===== config.mk =====
export PLATFORM = sky130hd
export DESIGN_NAME = memq_pipe
export DESIGN_NICKNAME = d
export VERILOG_FILES = /design/src/rtl/memq_pkg.sv /design/src/rtl/memq_slot.sv /design/src/rtl/memq_sbuf.sv /design/src/rtl/memq_ctrl.sv /design/src/rtl/memq_pipe.sv
export SDC_FILE = /design/constraint.sdc
export NUM_CORES = 1
export LEC_CHECK = 0
export ABC_CLOCK_PERIOD_IN_PS = 2790
export BUFFER_PORTS_ARGS = -buffer_cell sky130_fd_sc_hd__buf_2
export CAP_MARGIN = 20
export CORE_AREA = 2 2 53 55
export CTS_CLUSTER_DIAMETER = 120
export DETAILED_ROUTE_END_ITERATION = 8
export DIE_AREA = 0 0 55 57
export PLACE_DENSITY = 0.77
export SLEW_MARGIN = 20
export SYNTH_ARGS = -nofsm -noshare
export SYNTH_HDL_FRONTEND = slang
export SYNTH_HIERARCHICAL = 1
export SYNTH_SLANG_ARGS = --single-unit

===== constraint.sdc =====
create_clock -name clk -period 2.79 [get_ports clk]
set_clock_uncertainty 0.1 [all_clocks]
set_input_delay 0.279 -clock clk [delete_from_list [all_inputs] [get_ports clk]]
set_output_delay 0.279 -clock clk [all_outputs]
set_load 0.1 [all_outputs]

===== src/rtl/memq_pkg.sv =====
package memq_pkg;

   typedef enum logic [1:0] {
      SB_EMPTY = 2'd0,
      SB_PART  = 2'd1,
      SB_FULL  = 2'd2
   } sb_state_e;

   typedef enum logic {
      OP_LOAD  = 1'b0,
      OP_STORE = 1'b1
   } op_kind_e;

   localparam int unsigned KIND_CARRY     = 0;
   localparam int unsigned KIND_COUNTDOWN = 1;

endpackage


===== src/rtl/memq_slot.sv =====
module memq_slot
   import memq_pkg::*;
#(
   parameter int unsigned LAT_W = 4,
   parameter int unsigned KIND  = KIND_CARRY
) (
   input  logic             clk,
   input  logic             rst_n,
   input  logic             take,
   input  logic             leave,
   input  logic             in_store,
   input  logic [LAT_W-1:0] in_lat,
   output logic             occ,
   output logic             is_store,
   output logic [LAT_W-1:0] cnt
);

   localparam logic [LAT_W-1:0] ONE = {{(LAT_W-1){1'b0}}, 1'b1};

   // occupancy and opcode are common to every variant
   always_ff @(posedge clk or negedge rst_n) begin
      if (!rst_n) begin
         occ      <= 1'b0;
         is_store <= OP_LOAD;
      end else if (take) begin
         occ      <= 1'b1;
         is_store <= in_store;
      end else if (leave) begin
         occ      <= 1'b0;
      end
   end

   generate
      if (KIND == KIND_COUNTDOWN) begin : g_countdown
         always_ff @(posedge clk or negedge rst_n) begin
            if (!rst_n) begin
               cnt <= '0;
            end else if (take) begin
               cnt <= in_lat;
            end else if (occ && (cnt != '0)) begin
               cnt <= cnt - ONE;
            end
         end
      end else begin : g_carry
         always_ff @(posedge clk or negedge rst_n) begin
            if (!rst_n) begin
               cnt <= '0;
            end else if (take) begin
               cnt <= in_lat;
            end
         end
      end
   endgenerate

endmodule


===== src/rtl/memq_sbuf.sv =====
module memq_sbuf
   import memq_pkg::*;
#(
   parameter int unsigned DEPTH = 2,
   parameter int unsigned CW    = $clog2(DEPTH + 1)
) (
   input  logic          clk,
   input  logic          rst_n,
   input  logic          push,
   input  logic          bus_idle,
   output logic [CW-1:0] level,
   output logic [1:0]    state,
   output logic          full,
   output logic          empty,
   output logic          drain
);

   localparam logic [CW-1:0] LVL_FULL = CW'(DEPTH);
   localparam logic [CW-1:0] LVL_ONE  = {{(CW-1){1'b0}}, 1'b1};

   sb_state_e st_e;

   assign empty = (level == '0);
   assign full  = (level == LVL_FULL);
   assign drain = !empty && bus_idle;

   always_ff @(posedge clk or negedge rst_n) begin
      if (!rst_n) begin
         level <= '0;
      end else begin
         unique case ({push, drain})
            2'b10:   level <= level + LVL_ONE;
            2'b01:   level <= level - LVL_ONE;
            default: level <= level;
         endcase
      end
   end

   always_comb begin
      if (empty)     st_e = SB_EMPTY;
      else if (full) st_e = SB_FULL;
      else           st_e = SB_PART;
   end

   assign state = st_e;

endmodule


===== src/rtl/memq_ctrl.sv =====
module memq_ctrl #(
   parameter int unsigned LAT_W = 4
) (
   input  logic             pre_occ,
   input  logic             ls_occ,
   input  logic             ls_is_store,
   input  logic             ld_occ,
   input  logic [LAT_W-1:0] ld_cnt,
   input  logic             st_occ,
   input  logic             sb_empty,
   input  logic             sb_full,
   input  logic             sb_drain,
   output logic             bus_free,
   output logic             ld_leave,
   output logic             st_leave,
   output logic             ls_go,
   output logic             pre_go,
   output logic             entry_ready
);

   logic ls_to_ld;
   logic ls_to_st;

   assign bus_free = sb_empty && !st_occ;
   assign ld_leave = ld_occ && (ld_cnt == '0);
   // a store that finds the buffer full waits in the store slot unless it drains
   assign st_leave = st_occ && (!sb_full || sb_drain);

   assign ls_to_ld = !ls_is_store && bus_free && (!ld_occ || ld_leave);
   assign ls_to_st =  ls_is_store && !sb_full && (!st_occ || st_leave);
   assign ls_go    = ls_occ && (ls_to_ld || ls_to_st);

   assign pre_go      = pre_occ && (!ls_occ || ls_go);
   assign entry_ready = !pre_occ || pre_go;

endmodule


===== src/rtl/memq_pipe.sv =====
module memq_pipe
   import memq_pkg::*;
#(
   parameter int unsigned LAT_W    = 4,
   parameter int unsigned SB_DEPTH = 2
) (
   input  logic             clk,
   input  logic             rst_n,
   input  logic             in_valid,
   input  logic             in_is_store,
   input  logic [LAT_W-1:0] in_lat,
   output logic             in_ready,
   output logic             pre_busy,
   output logic             ls_busy,
   output logic             ld_busy,
   output logic             st_busy,
   output logic [LAT_W-1:0] ld_remain,
   output logic [1:0]       sb_state,
   output logic             bus_free,
   output logic             done_ld,
   output logic             done_st
);

   localparam int unsigned SB_CW = $clog2(SB_DEPTH + 1);

   generate
      if (LAT_W < 1 || LAT_W > 16) begin : g_bad_lat
         $error("memq_pipe: LAT_W must lie in 1..16");
      end
      if (SB_DEPTH < 1 || SB_DEPTH > 64) begin : g_bad_depth
         $error("memq_pipe: SB_DEPTH must lie in 1..64");
      end
   endgenerate

   logic             pre_occ, pre_is_store;
   logic [LAT_W-1:0] pre_lat;
   logic             ls_occ, ls_is_store;
   logic [LAT_W-1:0] ls_lat;
   logic             ld_occ, ld_is_store;
   logic [LAT_W-1:0] ld_cnt;
   logic             st_occ, st_is_store;
   logic [LAT_W-1:0] st_cnt;
   logic [SB_CW-1:0] sb_level;
   logic             sb_full, sb_empty, sb_drain;
   logic             bus_ok, ld_leave, st_leave, ls_go, pre_go, entry_ready;
   logic             take_pre, take_ld, take_st;

   assign take_pre = in_valid && entry_ready;
   assign take_ld  = ls_go && !ls_is_store;
   assign take_st  = ls_go &&  ls_is_store;

   memq_ctrl #(.LAT_W(LAT_W)) u_ctrl (
      .pre_occ     (pre_occ),
      .ls_occ      (ls_occ),
      .ls_is_store (ls_is_store),
      .ld_occ      (ld_occ),
      .ld_cnt      (ld_cnt),
      .st_occ      (st_occ),
      .sb_empty    (sb_empty),
      .sb_full     (sb_full),
      .sb_drain    (sb_drain),
      .bus_free    (bus_ok),
      .ld_leave    (ld_leave),
      .st_leave    (st_leave),
      .ls_go       (ls_go),
      .pre_go      (pre_go),
      .entry_ready (entry_ready)
   );

   memq_slot #(.LAT_W(LAT_W), .KIND(KIND_CARRY)) u_pre (
      .clk(clk), .rst_n(rst_n), .take(take_pre), .leave(pre_go),
      .in_store(in_is_store), .in_lat(in_lat),
      .occ(pre_occ), .is_store(pre_is_store), .cnt(pre_lat)
   );

   memq_slot #(.LAT_W(LAT_W), .KIND(KIND_CARRY)) u_ls (
      .clk(clk), .rst_n(rst_n), .take(pre_go), .leave(ls_go),
      .in_store(pre_is_store), .in_lat(pre_lat),
      .occ(ls_occ), .is_store(ls_is_store), .cnt(ls_lat)
   );

   memq_slot #(.LAT_W(LAT_W), .KIND(KIND_COUNTDOWN)) u_ld (
      .clk(clk), .rst_n(rst_n), .take(take_ld), .leave(ld_leave),
      .in_store(ls_is_store), .in_lat(ls_lat),
      .occ(ld_occ), .is_store(ld_is_store), .cnt(ld_cnt)
   );

   // the store slot never carries a count: its entry value is forced to zero
   memq_slot #(.LAT_W(LAT_W), .KIND(KIND_CARRY)) u_st (
      .clk(clk), .rst_n(rst_n), .take(take_st), .leave(st_leave),
      .in_store(ls_is_store), .in_lat({LAT_W{1'b0}}),
      .occ(st_occ), .is_store(st_is_store), .cnt(st_cnt)
   );

   memq_sbuf #(.DEPTH(SB_DEPTH), .CW(SB_CW)) u_sbuf (
      .clk      (clk),
      .rst_n    (rst_n),
      .push     (st_leave),
      .bus_idle (!ld_occ),
      .level    (sb_level),
      .state    (sb_state),
      .full     (sb_full),
      .empty    (sb_empty),
      .drain    (sb_drain)
   );

   always_ff @(posedge clk or negedge rst_n) begin
      if (!rst_n) begin
         done_ld <= 1'b0;
         done_st <= 1'b0;
      end else begin
         done_ld <= ld_leave;
         done_st <= st_leave;
      end
   end

   assign in_ready  = entry_ready;
   assign pre_busy  = pre_occ;
   assign ls_busy   = ls_occ;
   assign ld_busy   = ld_occ;
   assign st_busy   = st_occ;
   assign ld_remain = ld_cnt;
   assign bus_free  = bus_ok;

endmodule


==> impl_metrics.env, run 1 <==
export IMPL_cts_root_buf="clkbuf_4"
export IMPL_cpMaxStageDelayCell="or4_1"
export IMPL_io_buffers=21
export IMPL_die_w_um=55
export IMPL_gp_congestion=0.774
export IMPL_yosysWarnings=6
export IMPL_maxCapViolCount=0
export IMPL_cp_arrival_ns=2.47
export IMPL_critPathRequiredTime_ns=2.93
export IMPL_cts_resized=0
export IMPL_cts_tree="done"
export IMPL_finalHoldViolCount=0
export IMPL_drtIter0Drc=6
export IMPL_grt_pass1_vias=716
export IMPL_rsz0062_at_grt="false"
export IMPL_hold_path_class="in2reg"
export IMPL_clk_latency_ns=0.31
export IMPL_grtUsageTotal=0.137
export IMPL_drtAntennaViolNets=0
export IMPL_clk_pin_slew_ns=0.12
export IMPL_overflow=0
export IMPL_vias=712
export IMPL_cpLargestDelayFamily="simple AND/OR/NAND/NOR gates"
export IMPL_cts_made_buffers=3
export IMPL_area_growth_syn_to_layout_pct=17.0
export IMPL_tightest_slew_ns=0.490
export IMPL_syn_inst=92
export IMPL_grt_max_degree=23
export IMPL_synthesis_nets=102
export IMPL_slowest_delay_ns=0.56
export IMPL_wl_per_cell_um=12.9
export IMPL_core_area_um2=2620
export IMPL_drt_pass1_iterations=3
export IMPL_ios=22
export IMPL_fillers=244
export IMPL_syn_area_per_cell_um2=12.2
export IMPL_cp_max_fo=11
export IMPL_antenna_found_initial=0
export IMPL_clkSinkCount=22
export IMPL_fin_tns_setup_ns=0
export IMPL_crit_path_end_kind="flop"
export IMPL_met1_length_um=795
export IMPL_drt_total_wl_um=1860
export IMPL_grt_pass1_wl_um=3090
export IMPL_cp_num_buf_inv=0
export IMPL_wl_met3_um=124
export IMPL_htree_num_levels=1
export IMPL_maxSlewHeadroom=0.676
export IMPL_fp_dieH_um=57
export IMPL_timing_final_crit_share=0.834
export IMPL_status="complete, no violations"
export IMPL_crit_chain="and2b_2 > nor2b_1 > a31oi_1 > nor2b_1 > and2b_2 > or4_1 > o211ai_2"
export IMPL_drc=0
export IMPL_crit_path_start_kind="flop"
export IMPL_die_area_um2=3140
export IMPL_syn_cell_area_um2=1130
export IMPL_highest_layer="met4"
export IMPL_rows=19
export IMPL_fin_nets=124
export IMPL_setup_viol=0
export IMPL_period_minus_slack_ns=2.33
export IMPL_initial_core_util=0.431
export IMPL_fmax_ghz=0.430
export IMPL_hpwlAfterDp_um=1420
export IMPL_drive_above_1_share=0.487
export IMPL_met2_wirelength_um=931
export IMPL_slew_violations=0
export IMPL_via_per_inst=4.94
export IMPL_clock_path_buffers=2
export IMPL_crit_type="reg2reg"
export IMPL_antenna_cells=0
worst paths after layout:
kind / start / endpoint / slack [ns] / depth (start not counted)
hold / removal: in_lat[0] / u_pre/cnt[0]$_DFFE_PN0P_ / 0.09 / 2
setup reg to reg: u_sbuf/level[0]$_DFFE_PN0P_ / u_ld/cnt[1]$_DFFE_PN0P_ / 0.46 / 7
max in group asynchronous: rst_n / u_ld/cnt[2]$_DFFE_PN0P_ / 1.91 / 2
setup / recovery: u_sbuf/level[0]$_DFFE_PN0P_ / u_ld/cnt[1]$_DFFE_PN0P_ / 0.46 / 7
min in group asynchronous: rst_n / u_ld/cnt[1]$_DFFE_PN0P_ / 0.34 / 2
hold reg to reg: u_sbuf/level[1]$_DFFE_PN0P_ / u_sbuf/level[1]$_DFFE_PN0P_ / 0.41 / 1
routing by layer:
layer	vias to the layer above	global-route usage
met2	21	0.226
met4	0	0.0105
li1	356	-
met5	-	0
met3	2	0.0602
met1	333	0.171
layout make-up:
| cell class | count | area, µm² | share of cell area |
|---|---|---|---|
| clock buffers | 3 | 22.5 | 0.0171 |
| clock inverters | 1 | 30.0 | 0.0228 |
| inverters | 10 | 37.5 | 0.0285 |
| multi-input cells | 54 | 508 | 0.386 |
| flip-flops and latches | 22 | 558 | 0.424 |
| well taps | 31 | 38.8 | 0.0294 |
| repair buffers | 23 | 123 | 0.0931 |
flip-flops by register name (all words and copies together) (netlist names), 2 cells and up:
name          count
u_ld/cnt          4
u_ls/cnt          4
u_pre/cnt         4
u_sbuf/level      2
cells in the final DEF (no fill, tap or decap), types with 2 or more instances in the layout:
master	count
dfrtp_2	6
clkbuf_4	3
nand2_1	3
ha_1	2
xnor2_1	2
nor3_1	2
dfrtp_1	16
nor2b_1	3
mux2_4	10
inv_1	9
a21o_2	3
nor2_1	2
and2_1	2
buf_2	21
and2b_2	2
repair_timing:
item                      4_1_cts  5_1_grt
buffers inserted                0        0
hold buffers                    1        0
hold endpoints to repair       22        0
metrics by stage:
step / utilization / instances / instance area, µm² / hold WS, ns / worst slack, ns
final: 0.504 / 144 / 1320 / 0.0891 / 0.462
after global routing: 0.504 / 144 / 1320 / 0.0639 / 0.313
after CTS: 0.504 / 144 / 1320 / 0.0837 / 0.446
after detailed placement: 0.480 / 139 / 1250 / 0.168 / 0.500
after global placement: 0.480 / 139 / 1250 / 0.158 / 0.580
after floorplan: - / 92 / 1150 / -0.117 / 0.161
Power of run 1 is not shown: default switching activity piles up to over one toggle a cycle in this logic, so the estimate is an artifact.
==> run 2, diff against run 1 <==
--- a/config.mk
+++ b/config.mk
@@ -5,14 +5,14 @@
 export SDC_FILE = /design/constraint.sdc
 export NUM_CORES = 1
 export LEC_CHECK = 0
-export ABC_CLOCK_PERIOD_IN_PS = 2790
+export ABC_CLOCK_PERIOD_IN_PS = 1900
 export BUFFER_PORTS_ARGS = -buffer_cell sky130_fd_sc_hd__buf_2
 export CAP_MARGIN = 20
-export CORE_AREA = 2 2 53 55
+export CORE_AREA = 2 2 56 58
 export CTS_CLUSTER_DIAMETER = 120
 export DETAILED_ROUTE_END_ITERATION = 8
-export DIE_AREA = 0 0 55 57
-export PLACE_DENSITY = 0.77
+export DIE_AREA = 0 0 58 60
+export PLACE_DENSITY = 0.73
 export SLEW_MARGIN = 20
 export SYNTH_ARGS = -nofsm -noshare
 export SYNTH_HDL_FRONTEND = slang
==> constraint.sdc (replaced) <==
create_clock -name clk -period 1.9 [get_ports clk]
set_clock_uncertainty 0.1 [all_clocks]
set_input_delay 0.19 -clock clk [delete_from_list [all_inputs] [get_ports clk]]
set_output_delay 0.19 -clock clk [all_outputs]
set_load 0.1 [all_outputs]
==> run 2 against run 1 <==
Net effect: largest cell class unchanged; final cell count grew 19%; worst hold slack worse by 0.068 ns; clock-buffer cell count up 1; die area grew 11%; global-route usage grew 1.4 points; register-to-register slack worse by 0.55 ns; utilization rose by 5.1 points; critical path depth down 2; flip-flop and latch count unchanged; the run now ends with negative setup slack left; sequential share of layout area decreased by 6.9 points.
==> impl_metrics.env, run 2 (synthesized netlist as in run 1, its figures left out) <==
export IMPL_status="complete, but fails checks"
export IMPL_violations="negative setup slack"
export IMPL_finalHoldViolCount=0
export IMPL_maxCapViolCount=0
export IMPL_drt_pass1_iterations=4
export IMPL_overflow=0
export IMPL_via_per_inst=4.80
export IMPL_fp_dieH_um=60
export IMPL_critPathRequiredTime_ns=1.61
export IMPL_top_regs="u_ld/cnt: 4 flops, u_ls/cnt: 4 flops, u_pre/cnt: 4 flops"
export IMPL_clk_pin_slew_ns=0.12
export IMPL_slew_violations=0
export IMPL_cp_arrival_ns=1.72
export IMPL_design_area_um2=1610
export IMPL_period_minus_slack_ns=2.01
export IMPL_holdPathEnd="u_pre/cnt[2]$_DFFE_PN0P_"
export IMPL_use_met1=0.180
export IMPL_gp_congestion=0.898
export IMPL_drc=0
export IMPL_tightest_slew_ns=0.497
export IMPL_grt_pass1_vias=879
export IMPL_crit_path_end_kind="output pin"
export IMPL_final_common_cell="buf_2"
export IMPL_rr_startpoint="u_sbuf/level[0]$_DFFE_PN0P_"
export IMPL_r2r_end="u_ld/cnt[1]$_DFFE_PN0P_"
export IMPL_wl_per_cell_um=13.4
export IMPL_crit_type="reg2out"
export IMPL_crit_path_start_kind="flop"
export IMPL_fmax_ghz=0.498
export IMPL_cp_num_buf_inv=2
export IMPL_drt_total_wl_um=2310
export IMPL_use_met3=0.0260
export IMPL_drtAntennaViolNets=0
export IMPL_worstHoldStart="in_lat[2]"
export IMPL_hold_path_class="in2reg"
export IMPL_crit_chain="o41ai_4 > a31oi_4 > nand3_4 > buf_6 > buf_12"
export IMPL_cts_root_buf="clkbuf_4"
export IMPL_final_critical_path_setup_slack_ns=-0.109
export IMPL_rsz0062_at_grt="true"
export IMPL_core_area_um2=2900
export IMPL_antenna_cells=0
export IMPL_top_usage_layer="met2"
export IMPL_ios=22
export IMPL_cpLargestDelayFamily="compound AO/OA/AOI/OAI gates"
export IMPL_placed_area_um2=1420
export IMPL_grtUsageMet2=0.260
export IMPL_drtIter0Drc=8
export IMPL_io_buffers=21
export IMPL_die_w_um=58
export IMPL_drive_above_1_share=0.640
export IMPL_grt_pass1_wl_um=3890
export IMPL_die_area_um2=3480
export IMPL_antenna_found_initial=0
export IMPL_setup_viol=15
export IMPL_cts_tree="done"
export IMPL_rows=20
export IMPL_area_growth_syn_to_layout_pct=43.0
export IMPL_final_cell_mix="buf_2 (20), buf_4 (19), dfrtp_1 (14)"
export IMPL_fillers=250
export IMPL_slowest_delay_ns=0.51
export IMPL_cpMaxStageDelayCell="dfrtp_4"
export IMPL_reg2reg_depth=7
export IMPL_timing_final_crit_share=1.06
export IMPL_fin_nets=150
export IMPL_hold_depth=2
export IMPL_grt_max_degree=23
export IMPL_grtUsageTotal=0.151
export IMPL_initial_core_util=0.388
export IMPL_hpwlAfterDp_um=1650
export IMPL_vias=826
export IMPL_clk_latency_ns=0.30
export IMPL_clkSinkCount=22
export IMPL_cts_made_buffers=3
export IMPL_maxSlewHeadroom=0.671
export IMPL_r2r_slack_ns=-0.09
export IMPL_clock_path_buffers=2
export IMPL_htree_num_levels=1
export IMPL_cp_max_fo=3
-- run 2: final cells by class --
class | count | area [µm²] | share of cell area
clock buffers | 4 | 36.3 | 0.0225
inverters | 10 | 37.5 | 0.0233
multi-input cells | 54 | 567 | 0.352
flip-flops and latches | 22 | 571 | 0.354
well taps | 33 | 41.3 | 0.0256
repair buffers | 49 | 358 | 0.222
-- run 2: worst max path at each step --
stage | startpoint | end | cells past startpoint
global route | u_sbuf/level[0]$_DFFE_PN0P_ | u_ld/cnt[1]$_DFFE_PN0P_ | 7
floorplan | u_st/occ$_DFFE_PN0P_ | u_pre/cnt[0]$_DFFE_PN0P_ | 6
finish | u_ld/cnt[0]$_DFFE_PN0P_ | in_ready | 5
CTS | u_ld/cnt[0]$_DFFE_PN0P_ | in_ready | 5
detailed placement | u_ld/cnt[1]$_DFFE_PN0P_ | u_ld/cnt[3]$_DFFE_PN0P_ | 6
global placement | u_ld/cnt[1]$_DFFE_PN0P_ | u_ld/cnt[3]$_DFFE_PN0P_ | 6
-- run 2: per-layer routing --
| layer | share of wire | wire length [µm] | vias up |
|---|---|---|---|
| met5 | 0 | 0 | - |
| met4 | 0.013 | 31 | 0 |
| met3 | 0.039 | 91 | 4 |
| met2 | 0.51 | 1170 | 19 |
| met1 | 0.44 | 1010 | 397 |
| li1 | - | - | 406 |
-- run 2: through the flow --
| step | util | hold slack (ns) | instances | worst slack [ns] | setup TNS [ns] |
|---|---|---|---|---|---|
| finish | 0.555 | 0.0208 | 172 | -0.109 | -0.745 |
| floorplan | - | -0.206 | 92 | -0.610 | -7.05 |
| detailed placement | 0.488 | 0.0896 | 156 | -0.181 | -1.35 |
| CTS | 0.534 | 0.000225 | 167 | -0.119 | -0.656 |
| global placement | 0.488 | 0.0786 | 156 | -0.0842 | -0.535 |
| global route | 0.555 | 0.00631 | 172 | -0.172 | -1.73 |
-- run 2: what timing repair did --
action / 4_1_cts / 5_1_grt
pin swaps: 5 / 3
hold endpoints to repair: 25 / 1
setup endpoints to repair: 18 / 22
gates resized for setup: 8 / 7
hold buffers: 4 / 1
buffers inserted: 3 / 6
cloned: 0 / 0
Power of run 2 is left out for the same reason.
==> run 3, diff against run 2 <==
--- a/config.mk
+++ b/config.mk
@@ -13,6 +13,8 @@
 export DETAILED_ROUTE_END_ITERATION = 8
 export DIE_AREA = 0 0 58 60
 export PLACE_DENSITY = 0.73
+export RECOVER_POWER = 25
+export REMOVE_ABC_BUFFERS = 1
 export SLEW_MARGIN = 20
 export SYNTH_ARGS = -nofsm -noshare
 export SYNTH_HDL_FRONTEND = slang
==> run 3 against run 2 <==
Net effect: the run still ends with negative setup slack left; largest cell class unchanged; final cell count fell by 4.7%; highest routed layer unchanged; critical path depth rose by 2; non-clock buffer count fell by 8; final area down 9.2%; wire length is 5.7% lower.
==> impl_metrics.env, run 3 (synthesized netlist as in run 1, its figures left out) <==
export IMPL_status="complete, but fails checks"
export IMPL_violations="negative setup slack"
export IMPL_antenna_found_initial=0
export IMPL_gp_congestion=0.739
export IMPL_grt_max_degree=23
export IMPL_fin_cells=164
export IMPL_drc=0
export IMPL_antenna_cells=0
export IMPL_dp_cells=157
export IMPL_hpwlAfterDp_um=1650
export IMPL_io_buffers=21
export IMPL_timing_final_crit_share=1.07
export IMPL_drt_pass1_iterations=4
export IMPL_cts_made_buffers=3
export IMPL_die_w_um=58
export IMPL_via_per_inst=4.79
export IMPL_fin_util=0.504
export IMPL_slew_violations=0
export IMPL_finalHoldViolCount=0
export IMPL_initial_core_util=0.388
export IMPL_fp_dieH_um=60
export IMPL_clock_path_buffers=2
export IMPL_cp_arrival_ns=1.74
export IMPL_drive_above_1_share=0.534
export IMPL_fmax_ghz=0.493
export IMPL_holdWs_ns=0.0172
export IMPL_crit_path_end_kind="output pin"
export IMPL_top_regs="u_ld/cnt: 4 flops, u_ls/cnt: 4 flops, u_pre/cnt: 4 flops"
export IMPL_maxCapViolCount=0
export IMPL_final_seq_area_um2=551
export IMPL_grt_pass1_vias=797
export IMPL_overflow=0
export IMPL_rr_startpoint="u_sbuf/level[0]$_DFFE_PN0P_"
export IMPL_cpMaxStageDelayCell="dfrtp_1"
export IMPL_setup_viol=15
export IMPL_clk_latency_ns=0.30
export IMPL_cp_depth=7
export IMPL_crit_type="reg2out"
export IMPL_slowest_delay_ns=0.41
export IMPL_cts_tree="done"
export IMPL_multi_input_area_um2=507
export IMPL_fillers=280
export IMPL_fin_nets=142
export IMPL_crit_path_start_kind="flop"
export IMPL_hold_path_class="in2reg"
export IMPL_cp_max_fo=3
export IMPL_critPathRequiredTime_ns=1.61
export IMPL_r2r_slack_ns=-0.11
export IMPL_clkSinkCount=22
export IMPL_grt_pass1_wl_um=3700
export IMPL_drt_total_wl_um=2180
export IMPL_drtAntennaViolNets=0
export IMPL_cp_num_buf_inv=3
export IMPL_cpLargestDelayFamily="buffers and inverters"
export IMPL_die_area_um2=3480
export IMPL_rows=20
export IMPL_drtIter0Drc=12
export IMPL_final_critical_path_setup_slack_ns=-0.128
export IMPL_final_common_cell="dfrtp_1"
export IMPL_rsz0062_at_grt="true"
export IMPL_tightest_slew_ns=1.13
export IMPL_final_cell_mix="dfrtp_1 (22), buf_2 (19), buf_4 (14)"
export IMPL_crit_chain="and2b_2 > nor2b_1 > a31oi_1 > buf_4 > nand3_2 > buf_6 > buf_12"
export IMPL_wl_per_cell_um=13.3
export IMPL_crit_path_end="in_ready"
export IMPL_cts_root_buf="clkbuf_4"
export IMPL_maxSlewHeadroom=0.249
export IMPL_grtUsageTotal=0.141
export IMPL_ios=22
export IMPL_vias=785
export IMPL_clk_pin_slew_ns=0.12
export IMPL_period_minus_slack_ns=2.03
export IMPL_reg2reg_depth=7
export IMPL_r2r_end="u_ld/cnt[1]$_DFFE_PN0P_"
export IMPL_area_growth_syn_to_layout_pct=29.9
export IMPL_core_area_um2=2900
export IMPL_htree_num_levels=1
export IMPL_crit_path_start="u_sbuf/level[0]$_DFFE_PN0P_"
-- run 3: cell types whose count changed in the layout (fill, tap and decap cells not counted), sizes merged --
cell         before  now
buf              44   39
dlygate4sd3       5    1
clkbuf            4    5
-- run 3: final cells by class --
type | count | share of cell area
inverter | 10 | 0.0257
sequential | 22 | 0.376
timing repair buffer | 41 | 0.198
tap | 33 | 0.0282
clock buffer | 4 | 0.0248
multi-input combinational | 54 | 0.346
-- run 3: worst min-delay path by stage --
| stage | from | to | slack [ns] | depth (start not counted) |
|---|---|---|---|---|
| after floorplan | rst_n | done_ld$_DFF_PN0_ | -0.21 | 0 |
| after global placement | rst_n | u_sbuf/level[1]$_DFFE_PN0P_ | 0.07 | 1 |
| after detailed placement | rst_n | u_sbuf/level[1]$_DFFE_PN0P_ | 0.09 | 1 |
| after CTS | in_is_store | u_pre/is_store$_DFFE_PN0P_ | 0.009 | 2 |
| after global routing | in_lat[2] | u_pre/cnt[2]$_DFFE_PN0P_ | 0.004 | 2 |
| final | in_is_store | u_pre/is_store$_DFFE_PN0P_ | 0.02 | 2 |
-- run 3: stage by stage --
stage	area, µm²	setup slack [ns]	setup TNS [ns]
after floorplan	1080	-2.57	-40.81
after global placement	1370	-0.0511	-0.300
after detailed placement	1370	-0.0932	-0.564
after CTS	1460	-0.0894	-0.366
after global routing	1460	-0.224	-2.39
final	1460	-0.128	-0.894
-- run 3: per-layer routing --
layer / part of all wire / wire length, µm / up-vias / track usage
li1: - / - / 388 / -
met1: 0.43 / 937 / 379 / 0.177
met2: 0.52 / 1130 / 16 / 0.240
met3: 0.040 / 86 / 2 / 0.0303
met4: 0.0087 / 19 / 0 / 0.0498
met5: 0 / 0 / - / 0
-- run 3: what timing repair did --
item,4_1_cts,5_1_grt
endpoints found under the hold margin,22,0
setup buffers,3,1
hold buffers,1,0
endpoints found under the setup margin,13,20
pin swaps,6,1
gates resized for setup,8,5
-- run 3: worst reg2reg max path: cells and delay by family, from the launching register on --
kind	cells	cell delay, ns
AO/OA/AOI/OAI	2	0.29
flip-flops	1	0.41
AND/OR/NAND/NOR	5	1.14
Power of run 3 is left out for the same reason.
